File: src/rtl/etr_pkg.sv
package etr_pkg;

  typedef struct packed {
    logic [2:0] rate_log;   // sample every 2**rate_log clocks
    logic [3:0] need;       // agreeing samples to accept a change
  } flt_cfg_t;

  function automatic flt_cfg_t flt_decode(input logic [3:0] code);
    flt_cfg_t c;
    case (code)
      4'd0:    c = '{rate_log: 3'd0, need: 4'd1};
      4'd1:    c = '{rate_log: 3'd0, need: 4'd2};
      4'd2:    c = '{rate_log: 3'd0, need: 4'd4};
      4'd3:    c = '{rate_log: 3'd0, need: 4'd8};
      4'd4:    c = '{rate_log: 3'd1, need: 4'd6};
      4'd5:    c = '{rate_log: 3'd1, need: 4'd8};
      4'd6:    c = '{rate_log: 3'd2, need: 4'd6};
      4'd7:    c = '{rate_log: 3'd2, need: 4'd8};
      4'd8:    c = '{rate_log: 3'd3, need: 4'd6};
      4'd9:    c = '{rate_log: 3'd3, need: 4'd8};
      4'd10:   c = '{rate_log: 3'd4, need: 4'd5};
      4'd11:   c = '{rate_log: 3'd4, need: 4'd6};
      4'd12:   c = '{rate_log: 3'd4, need: 4'd8};
      4'd13:   c = '{rate_log: 3'd5, need: 4'd5};
      4'd14:   c = '{rate_log: 3'd5, need: 4'd6};
      default: c = '{rate_log: 3'd5, need: 4'd8};
    endcase
    return c;
  endfunction

endpackage

File: src/rtl/etr_sync.sv
module etr_sync #(
  parameter int STAGES = 2
) (
  input  logic clk,
  input  logic rst,
  input  logic d,
  output logic q
);
  logic [STAGES-1:0] sh;

  always_ff @(posedge clk) begin
    if (rst) sh <= '0;
    else     sh <= {sh[STAGES-2:0], d};
  end

  assign q = sh[STAGES-1];
endmodule

File: src/rtl/etr_presc.sv
module etr_presc #(
  parameter int LOG_MAX = 3
) (
  input  logic       clk,
  input  logic       rst,
  input  logic       sig,
  input  logic [1:0] sel,
  output logic       out
);
  localparam int CW = (LOG_MAX > 1) ? LOG_MAX - 1 : 1;

  logic          sig_d;
  logic          q;
  logic [CW-1:0] cnt;
  logic [CW-1:0] lim;
  logic          rise;

  // counted edges per half period, minus one
  always_comb begin
    if (sel == 2'd0) lim = '0;
    else             lim = CW'((1 << (sel - 2'd1)) - 1);
  end

  assign rise = sig & ~sig_d;

  always_ff @(posedge clk) begin
    if (rst) begin
      sig_d <= 1'b0;
      q     <= 1'b0;
      cnt   <= '0;
    end else begin
      sig_d <= sig;
      if (rise) begin
        if (cnt >= lim) begin
          cnt <= '0;
          q   <= ~q;
        end else begin
          cnt <= cnt + 1'b1;
        end
      end
    end
  end

  // bypass keeps the one-register delay of the divided path
  assign out = (sel == 2'd0) ? sig_d : q;
endmodule

File: src/rtl/etr_filter.sv
module etr_filter
  import etr_pkg::*;
#(
  parameter int DIV_LOG_MAX = 5,
  parameter int CNT_W       = 4
) (
  input  logic       clk,
  input  logic       rst,
  input  logic       din,
  input  logic [3:0] sel,
  output logic       level,
  output logic       tick
);
  flt_cfg_t             cfg;
  logic [DIV_LOG_MAX-1:0] dcnt;
  logic [DIV_LOG_MAX-1:0] mask;
  logic [CNT_W-1:0]       agr;
  logic [CNT_W-1:0]       last;
  logic [3:0]             sel_d;

  always_comb begin
    cfg  = flt_decode(sel);
    mask = DIV_LOG_MAX'((1 << cfg.rate_log) - 1);
    last = CNT_W'(cfg.need) - 1'b1;
  end

  assign tick = ((dcnt & mask) == '0);

  always_ff @(posedge clk) begin
    if (rst) begin
      dcnt  <= '0;
      agr   <= '0;
      level <= 1'b0;
      sel_d <= '0;
    end else begin
      dcnt  <= dcnt + 1'b1;
      sel_d <= sel;
      if (sel != sel_d) begin
        agr <= '0;
      end else if (sel == 4'd0) begin
        level <= din;
        agr   <= '0;
      end else if (tick) begin
        if (din != level) begin
          if (agr == last) begin
            level <= din;
            agr   <= '0;
          end else begin
            agr <= agr + 1'b1;
          end
        end else begin
          agr <= '0;
        end
      end
    end
  end
endmodule

File: src/rtl/etr_cond.sv
module etr_cond #(
  parameter int SYNC_STAGES = 2,
  parameter int PSC_LOG_MAX = 3,
  parameter int FLT_DIV_LOG = 5,
  parameter int FLT_CNT_W   = 4
) (
  input  logic       clk,
  input  logic       rst,
  input  logic       etr_pin,
  input  logic       etr_invert,
  input  logic [1:0] psc_sel,
  input  logic [3:0] flt_sel,
  input  logic       ext_clk_en,
  output logic       etr_level,
  output logic       etr_pulse
);
  logic pin_s;
  logic pol;
  logic presc_out;
  logic samp_tick;
  logic level_d;

  etr_sync #(.STAGES(SYNC_STAGES)) u_sync (
    .clk (clk),
    .rst (rst),
    .d   (etr_pin),
    .q   (pin_s)
  );

  assign pol = pin_s ^ etr_invert;

  etr_presc #(.LOG_MAX(PSC_LOG_MAX)) u_presc (
    .clk (clk),
    .rst (rst),
    .sig (pol),
    .sel (psc_sel),
    .out (presc_out)
  );

  etr_filter #(.DIV_LOG_MAX(FLT_DIV_LOG), .CNT_W(FLT_CNT_W)) u_filt (
    .clk   (clk),
    .rst   (rst),
    .din   (presc_out),
    .sel   (flt_sel),
    .level (etr_level),
    .tick  (samp_tick)
  );

  // registered edge pulse
  always_ff @(posedge clk) begin
    if (rst) begin
      level_d   <= 1'b0;
      etr_pulse <= 1'b0;
    end else begin
      level_d   <= etr_level;
      etr_pulse <= ext_clk_en & etr_level & ~level_d;
    end
  end
endmodule

File: config.mk
export PLATFORM = sky130hd
export DESIGN_NAME = etr_cond
export DESIGN_NICKNAME = d
export VERILOG_FILES = /design/src/rtl/etr_pkg.sv /design/src/rtl/etr_sync.sv /design/src/rtl/etr_presc.sv /design/src/rtl/etr_filter.sv /design/src/rtl/etr_cond.sv
export SDC_FILE = /design/constraint.sdc
export NUM_CORES = 1
export LEC_CHECK = 0
export CAP_MARGIN = 20
export CORE_UTILIZATION = 47
export CTS_BUF_LIST = sky130_fd_sc_hd__clkbuf_2 sky130_fd_sc_hd__clkbuf_4 sky130_fd_sc_hd__clkbuf_8
export DETAILED_ROUTE_END_ITERATION = 7
export DONT_BUFFER_PORTS = 1
export HOLD_SLACK_MARGIN = 0.03
export SLEW_MARGIN = 20
export SYNTH_ARGS = -nofsm -noshare
export SYNTH_HDL_FRONTEND = slang
export SYNTH_SLANG_ARGS = --single-unit
File: constraint.sdc
create_clock -name clk -period 3.2 [get_ports clk]
set_input_delay 0.64 -clock clk [delete_from_list [all_inputs] [get_ports clk]]
set_output_delay 0.64 -clock clk [all_outputs]
set_load 0.005 [all_outputs]
== After elaboration in Yosys (flattened, before gate mapping) ==
Memory sizes are Yosys's and may differ from the RTL's.
Cells that the tools add are included.

* Muxes and demuxes: 9
* Shift operators: 2
* Add/subtract/negate cells: 7
* Divide/modulo/power cells: 0
* Multiply operators: 0
* $lt $le $gt $ge: 1
* Reductions and logical operators: 9
* Bitwise operators: 9
* Equality and inequality tests: 3

{| class="wikitable"
|+ Operators by type and width
! operator !! count
|-
| $mux 4 || 2
|-
| $reduce_bool 2->1 || 3
|-
| $add 5x1->5 const B || 1
|-
| $and 5x5->5 || 1
|-
| $logic_not 5->1 || 1
|-
| $mux 1 || 5
|-
| $shl 1x3->5 const A || 1
|-
| $sub 5x2->5 const B || 1
|-
| $add 4x1->4 const B || 1
|-
| $eq 4x4->1 || 1
|-
| $logic_not 4->1 || 1
|-
| $mux 2 || 2
|-
| $ne 4x4->1 || 1
|-
| $not 1->1 || 4
|-
| $reduce_and 4->1 || 1
|-
| $sub 4x1->4 const B || 1
|-
| $and 1x1->1 || 3
|-
| $reduce_or 3->1 || 1
|-
| $add 2x1->2 const B || 1
|-
| $ge 2x2->1 || 1
|-
| $logic_not 2->1 || 1
|-
| $reduce_and 2->1 || 1
|-
| $shl 1x2->2 const A || 1
|-
| $sub 2x1->2 const B || 1
|-
| other kinds (3) || 3
|}

* Memories: 1
* Register bits after elaboration: 22
* Bits in latches: 0
* Bits in read-only memories: 112
* Bits in writable memories: 0
* Input bits: 11

{| class="wikitable"
|+ Memory list
! memory !! words !! bits a word !! rd ports !! clocked after memory_dff !! write ports !! line !! text
|-
| (no name shown) || 16 || 7 || 1 || 0 || 0 || etr_pkg.sv:10 || <nowiki>case (code)</nowiki>
|}

== Longest topological paths before layout ==
Gate-level depths: netlist of the first run.
An unclocked memory read counts as a cell.

* Word-level depth: 7
* Gate-level depth with buffers: 12

== Hierarchy ==
A second synthesis of the first run with hierarchy kept.

* Cell total of the unflattened synthesis: 158
* Area, all modules: 1450.1 um2

{| class="wikitable"
|+ Modules (own cells, without submodules)
! module !! cells an instance !! area an instance (um2) !! instances
|-
| etr_filter || 125 || 1084.8 || 1
|-
| etr_presc || 24 || 242.7 || 1
|-
| etr_cond || 5 || 70.1 || 1
|-
| etr_sync || 4 || 52.6 || 1
|}

== Worst setup path before layout of the first run ==
Ideal clock, no wire load.

* Path type: input port to flip-flop
* From: in flt_sel[1]
* To: reg u_filt.level
* Setup time: 123 ps
* Data required time: 3077 ps
* Stages on the path: 11
* Path slack: 184 ps
* Arrival: 2892 ps
* Cells stage by stage: inv_1 -> ha_1 -> a211oi_1 -> nor2_1 -> ha_1 -> xnor2_1 -> xnor2_1 -> nor3_1 -> nand4b_1 -> a21oi_1 -> mux2_1

* Longest elaborated chain between the ends: 7

{| class="wikitable"
|+ Ends and longest elaborated chain
! element !! line !! text
|-
| start: declaration || etr_cond.sv:12 || <nowiki>input logic [3:0] flt_sel,</nowiki>
|-
| $mem_v2 16x7 || - ||
|-
| $shl 1x3->5 || etr_filter.sv:23 || <nowiki>mask = DIV_LOG_MAX'((1 << cfg.rate_log) - 1);</nowiki>
|-
| $sub 5x2->5 || etr_filter.sv:23 ||
|-
| $and 5x5->5 || etr_filter.sv:27 || <nowiki>assign tick = ((dcnt & mask) == '0);</nowiki>
|-
| $logic_not 5->1 || etr_filter.sv:27 ||
|-
| $reduce_bool 2->1 (no source line) || - ||
|-
| $reduce_and 4->1 (no source line) || - ||
|-
| end signal: assignment || etr_filter.sv:41 || <nowiki>level <= din;</nowiki>
|-
| end signal: assignment || etr_filter.sv:46 || <nowiki>level <= din;</nowiki>
|-
| end: declaration || etr_filter.sv:11 || <nowiki>output logic level,</nowiki>
|}

Parallel ways exist; a longest one is shown, timed or not.
A chain may end at the register's enable or synchronous reset.

== Worst setup path in the final report of the first run ==
* From: in flt_sel[1]
* To: reg u_filt.agr[3]

* Longest elaborated chain between the ends: 5

{| class="wikitable"
|+ Ends and longest elaborated chain
! element !! line !! text
|-
| $mem_v2 16x7 || - ||
|-
| $shl 1x3->5 or $sub 4x1->4 (tied branches) || etr_filter.sv:23, etr_filter.sv:24 ||
|-
| $sub 5x2->5 or $eq 4x4->1 (tied branches) || etr_filter.sv:23, etr_filter.sv:45 ||
|-
| $and 5x5->5 or $mux 4 (tied branches) || etr_filter.sv:27, etr_filter.sv:45 ||
|-
| $logic_not 5->1 or $mux 4 (tied branches) || etr_filter.sv:27, etr_filter.sv:44 ||
|-
| end signal: assignment || etr_filter.sv:49 || <nowiki>agr <= agr + 1'b1;</nowiki>
|-
| end: declaration || etr_filter.sv:17 || <nowiki>logic [CNT_W-1:0] agr;</nowiki>
|}

Parallel ways exist; a longest one is shown, timed or not.

==> results.md, run 1 <==
* Core Region at 2520 um2
* Worst-path clk slew at 120 ps
* Total track usage at 18.1%
* Post-synthesis sequential area ratio at 34.4%
* Unrepaired setup endpoints after global routing: no
* Compound-Gate Fraction of Synth Area at 8.71%
* Final wirelength at 2180 um
* CTS root buf: clkbuf_4
* Slew HR at 74.5%
* Pwr Density at 451 nW/um2
* Mapped cell area at 1280 um2
* DP HPWL at 1690 um
* Final setup violation count at 0
* CP required at 3440 ps
* CTS tree: done
* CTS max path bufs at 2
* Vias at 940
* Fmax at 388 MHz
* Starting density of the core at 50.7%
* Worst Path Arrival at 2820 ps
* Initial antenna violation count at 0
* Slowest cell on crit path: a211oi_2
* H-tree depth at 1
* Family with the most delay on the worst path: compound AO/OA/AOI/OAI gates
* Number of buffers inserted by hold repair at cts at 0
* Num rows at 18
* Largest net degree at the start of global routing at 19
* Post-route ant nets at 0
* Max-cap violations at 0
* Post-synth ARST share at 0%
* Post-synthesis mux area share at 7.53%
* First-pass GRT wire length at 3790 um
* Avg WL per Cell at 12.8 um
* Worst Max-Slew Pin Slew at 379 ps
* Clk sinks at 22
* Routability cong. at 0.801
* LEAKAGE at 0.524 nW
* Clk_skew at 2.15 ps
* Ys flop type: dfxtp_1
* Post_cts resized at 0
* Hold path depth at 1
* Simple-Gate Fraction of Synth Area at 21.2%
* Remaining Overflow, GRT at 0
* Initial DRC count at 12
* Die H at 54.2 um
* Setup WS pre-CTS at 284 ps
* WS Path Type: in -> reg
* Crit-path cells: inv_1 -> ha_1 -> a211oi_1 -> nor2_1 -> ha_1 -> xnor2_1 -> xnor2_1 -> nor3_1 -> buf_4 -> a211oi_2 -> nand3_1 -> a31oi_1
* Register-to-Register Path Depth at 6
* Final Hold Viols at 0
* Syn_area_per_cell at 9.20 um2
* # nets final at 164
* Input/output buffers at 0
* Flop2flop setup slack at 1480 ps
* VDD IR-drop max at 0.000335 V
* Synth cell types at 34
* Hold slack final at 382 ps
* Commonest non-fill, non-tap cells in the layout: dfxtp_1, nor2_1, xnor2_1
* Tcrit/Tclk final at 80.5%
* DR DRC count at 0
* Die Width at 54.2 um
* Setup bufs post-CTS at 0
* IO Pins at 13
* Ys Warns at 0
* Fin area at 1370 um2
* Crit-path max FO at 7
* Area delta synth->final at 7.14%
* Cells after Synth at 139
* CTS Buf Count at 3
* Clock latency on the worst-skew pair at 300 ps
* Number of synthesized flops with an enable pin at 0
* Post-Synth Adder-Cell Area at 10.8%
* Placed cell area at 1320 um2
* DR vias/cell at 5.50
* Total die area at 2930 um2
* Share of cells above drive strength 1 at 10.6%
* Hold crit path type: in -> reg
* CP Capture Type: flip-flop
* Slew Limit Fails at 0
* Status: finished clean
* Post-Syn Nets at 161
* Crit path launch type: input pin
* Worst Path Buf+Inv at 2
* Max incr delay on CP at 360 ps
* Tmin final at 2580 ps
* Most common cell after layout, fill and taps aside: dfxtp_1
* Seq cells post-synth at 22
* Total Neg Setup Slack at 0 ps
* Worst path depth at 12
* Diodes inserted at 0
* First-pass detailed-route iteration total at 4
* Main combinational cell family by area after synthesis: simple AND/OR/NAND/NOR gates
* Xor/xnor share of the synthesized area at 13.0%
* Vias in the first global route at 891
* Post-route setup slack at 624 ps
## flip-flops by register name, indices dropped and copies added, names as in the netlist, 2 cells and up
name / cells
u_presc.cnt: 2
u_filt.agr: 4
u_sync.sh: 2
u_filt.sel_d: 4
u_filt.dcnt: 5
## report_power, final
| part | switching (W) | internal (W) | leakage [nW] |
|---|---|---|---|
| logic | 0.0000556 | 0.0000564 | 0.316 |
| registers | 0.00000909 | 0.000287 | 0.180 |
| clock network | 0.0000839 | 0.000127 | 0.0279 |
## per-stage QoR
stage | instances | total power, W | util, %
final | 171 | 0.000618 | 54.3
after floorplan | 139 | 0.000400 | -
after global routing | 171 | 0.000653 | 54.3
after global placement | 167 | 0.000411 | 52.2
after CTS | 171 | 0.000626 | 54.3
after detailed placement | 167 | 0.000415 | 52.2
## per-layer routing
metal | global-route usage (%) | part of all wire [%]
met1 | 21.1 | 45
met2 | 31.7 | 50
met3 | 5.37 | 3.9
met4 | 5.13 | 0.69
met5 | 0 | 0
## worst register-to-register path, delay by kind of cell (launching register included)
| family | cells | cell delay [ps] |
|---|---|---|
| compound gates | 3 | 650 |
| flops | 1 | 360 |
| simple gates | 2 | 300 |
| mux | 1 | 320 |
## path summary, 6_finish.rpt
check,to,startpoint
setup / recovery,u_filt.agr[3]$_SDFFE_PP0N_,flt_sel[1]
hold / removal,u_filt.dcnt[0]$_SDFF_PP0_,rst
setup reg to reg,u_filt.level$_SDFFE_PP0P_,u_filt.dcnt[3]$_SDFF_PP0_
hold reg to reg,u_sync.sh[1]$_SDFF_PP0_,u_sync.sh[0]$_SDFF_PP0_
## synth_stat cells, types with 2 or more instances
cell type	number	area (um2)
nor2_1	18	67.6
xnor2_1	15	131
a211oi_1	3	22.5
a21oi_1	3	15.0
mux4_2	2	45.0
nand3_1	9	45.0
mux2i_1	4	40.0
nand2_1	5	18.8
ha_1	11	138
clkbuf_1	3	11.3
nand2b_1	2	12.5
inv_1	7	26.3
dfxtp_1	22	440
nand4b_1	2	17.5
nor2b_1	5	31.3
nor3_1	4	20.0
o211ai_1	2	15.0
xor2_1	4	35.0
buf_2	2	10.0
inv_2	2	7.51
## cell type report
| type | instances | area [um2] |
|---|---|---|
| fillers | 241 | 1150 |
| flip-flops and latches | 22 | 440 |
| multi-input cells | 103 | 783 |
| clock buffers | 3 | 22.5 |
| well taps | 30 | 37.5 |
| inverters | 9 | 33.8 |
| repair buffers | 3 | 22.5 |
| clock inverters | 1 | 30.0 |
## cell families after synthesis
family | Yosys count
and+or+nand+nor | 51
DFF | 22
xor gates and xnor gates | 19
AOI/OAI and AO/OA | 15
buffers and inverters | 14
muxes | 7
adders and majority gates | 11
No activity file was read; power rests on OpenSTA's default activity.
==> run 2, diff against run 1 <==
- clock period: 3.2 -> 2.3 ns (I/O delays scaled with it)
==> results.md, run 2 (same netlist as run 1, synthesis figures left out) <==
* Status: finished clean
* Largest register FFs at 5 (unchanged)
* CTS tree: done
* NetSw at 0.000216 W (+45%)
* Crit path from: flt_sel[1]
* Routability cong. at 0.744 (-7.2%)
* Slew Limit Fails at 0 (unchanged)
* Max-cap violations at 0 (unchanged)
* Slew HR at 73.4% (-1.1 points)
* Initial antenna violation count at 0 (unchanged)
* Worst Path Arrival at 2390 ps (-430 ps)
* VDD IR-drop max at 0.000356 V (+6.4%)
* Seq pwr share at 50.4% (+2.6 points)
* Flop2flop setup slack at 700 ps (-780 ps)
* Final Hold Viols at 0 (unchanged)
* CTS Buf Count at 3 (unchanged)
* Vias in the first global route at 847 (-4.9%)
* Crit path launch type: input pin
* Final wirelength at 2200 um (+0.87%)
* Num rows at 18 (unchanged)
* Power Total at 0.000815 W (+32%)
* # fillers at 242 (+0.41%)
* Combinational Power Share at 23.5% (+5.4 points)
* Register-to-Register Path Depth at 6 (unchanged)
* Die H at 54.2 um (unchanged)
* Worst-path clk slew at 120 ps (about the same)
* Share of cells above drive strength 1 at 19.9% (+9.2 points)
* Core Region at 2520 um2 (unchanged)
* Initial DRC count at 28 (+16)
* First-pass detailed-route iteration total at 4 (unchanged)
* Clk sinks at 22 (unchanged)
* Number of buffers inserted by hold repair at cts at 0 (unchanged)
* Clk_skew at 2.11 ps (-0.0458 ps)
* Vias at 955 (+1.6%)
* Unrepaired setup endpoints after global routing: no
* Sw Share at 26.5% (+2.4 points)
* First-pass GRT wire length at 3600 um (-4.9%)
* FF-to-FF End: u_filt.level$_SDFFE_PP0P_
* Worst setup path end: u_filt.agr[2]$_SDFFE_PP0N_
* Tcrit/Tclk final at 93.3%
* Largest net degree at the start of global routing at 19 (unchanged)
* DR vias/cell at 5.28 (-4.0%)
* Remaining Overflow, GRT at 0 (unchanged)
* H-tree depth at 1 (unchanged)
* Reg with most FFs: u_filt.dcnt
* LEAKAGE at 0.564 nW (+7.6%)
* Final setup violation count at 0 (unchanged)
* Worst Max-Slew Pin Slew at 394 ps (+14.4 ps)
* Pwr Density at 553 nW/um2 (+22%)
* WS Path Type: in -> reg
* Tmin final at 2150 ps
* CTS max path bufs at 2 (unchanged)
* Avg WL per Cell at 12.2 um (-4.7%)
* DR DRC count at 0 (unchanged)
* Commonest non-fill, non-tap cells in the layout: dfxtp_1, nor2_1, xnor2_1
* Clock latency on the worst-skew pair at 310 ps (about the same)
* Hold slack final at 202 ps (-180 ps)
* Area delta synth->final at 15.4%
* Total track usage at 17.2% (-0.86 points)
* R2R Path Start: u_filt.dcnt[3]$_SDFF_PP0_
* CP Capture Type: flip-flop
* Die Width at 54.2 um (unchanged)
* Clk network pwr share at 26.1% (-7.9 points)
* CP required at 2550 ps (-890 ps)
* Most common cell after layout, fill and taps aside: dfxtp_1
* Diodes inserted at 0 (unchanged)
* Hold crit path type: in -> reg
* DP HPWL at 1690 um (-0.11%)
* IO Pins at 13 (unchanged)
* Input/output buffers at 0 (unchanged)
* Crit-path max FO at 7 (unchanged)
* # nets final at 174 (+6.1%)
* CTS root buf: clkbuf_4
* Internal at 0.000600 W (+28%)
* Biggest registers after layout: u_filt.dcnt: 5 flops, u_filt.agr: 4 flops, u_filt.sel_d: 4 flops
* Total die area at 2930 um2 (unchanged)
* Starting density of the core at 50.7% (unchanged)
* Fmax at 466 MHz
* Post-route ant nets at 0 (unchanged)
run 2: power groups by stage:
stage	Combinational, W	Clock, W	Sequential [W]
2_1_floorplan	0.000149	0	0.000417
5_1_grt	0.000216	0.000235	0.000414
3_5_place_dp	0.000185	0	0.000420
3_3_place_gp	0.000180	0	0.000419
6_report	0.000192	0.000213	0.000411
4_1_cts	0.000186	0.000222	0.000411
run 2: worst max-delay path: stages:
cell and delay [ps]:
clkinvlp_4 100, ha_4 310, inv_1 40, mux4_2 460, xor2_1 160, xnor2_1 140, buf_4 150, a211oi_4 310
nand3b_1 130, a21oi_1 130
run 2: routing by layer:
metal	vias up	part of all wire, %	global-route usage (%)
met5	-	0	0
met2	15	46	27.2
met3	0	4.1	5.65
met1	442	50	22.6
li1	498	-	-
met4	0	0	3.85
run 2: through the flow:
stage | setup slack, ps | utilization (%) | cell area [um2] | setup TNS [ps] | instances
2_1_floorplan | -168 | - | 1320 | -170 | 139
3_3_place_gp | -247 | 56.4 | 1420 | -907 | 176
3_5_place_dp | -271 | 56.4 | 1420 | -1210 | 176
4_1_cts | 62.5 | 57.9 | 1460 | 0 | 180
5_1_grt | 27.6 | 58.5 | 1480 | 0 | 181
6_report | 154 | 58.5 | 1480 | 0 | 181
run 2: area by class of cell:
cell class | count | area, um2 | share of cell area, %
timing repair buffer | 13 | 97.6 | 6.62
multi-input combinational | 103 | 826 | 56.0
tap | 30 | 37.5 | 2.54
inverter | 9 | 37.5 | 2.54
clock buffer | 4 | 36.3 | 2.46
sequential | 22 | 440 | 29.9
run 2: worst min path at each step:
stage	startpoint	to	slack (ps)	cells after the start
CTS	rst	u_filt.sel_d[0]$_SDFF_PP0_	180	1
global placement	u_sync.sh[0]$_SDFF_PP0_	u_sync.sh[1]$_SDFF_PP0_	420	1
detailed placement	u_sync.sh[0]$_SDFF_PP0_	u_sync.sh[1]$_SDFF_PP0_	430	1
finish	rst	u_filt.dcnt[0]$_SDFF_PP0_	200	1
global route	rst	u_filt.sel_d[2]$_SDFF_PP0_	170	1
floorplan	u_sync.sh[0]$_SDFF_PP0_	u_sync.sh[1]$_SDFF_PP0_	410	1
run 2: timing repair:
action	4_1_cts	5_1_grt
setup buffers	0	1
endpoints found under the setup margin	0	5
resized for setup	0	1
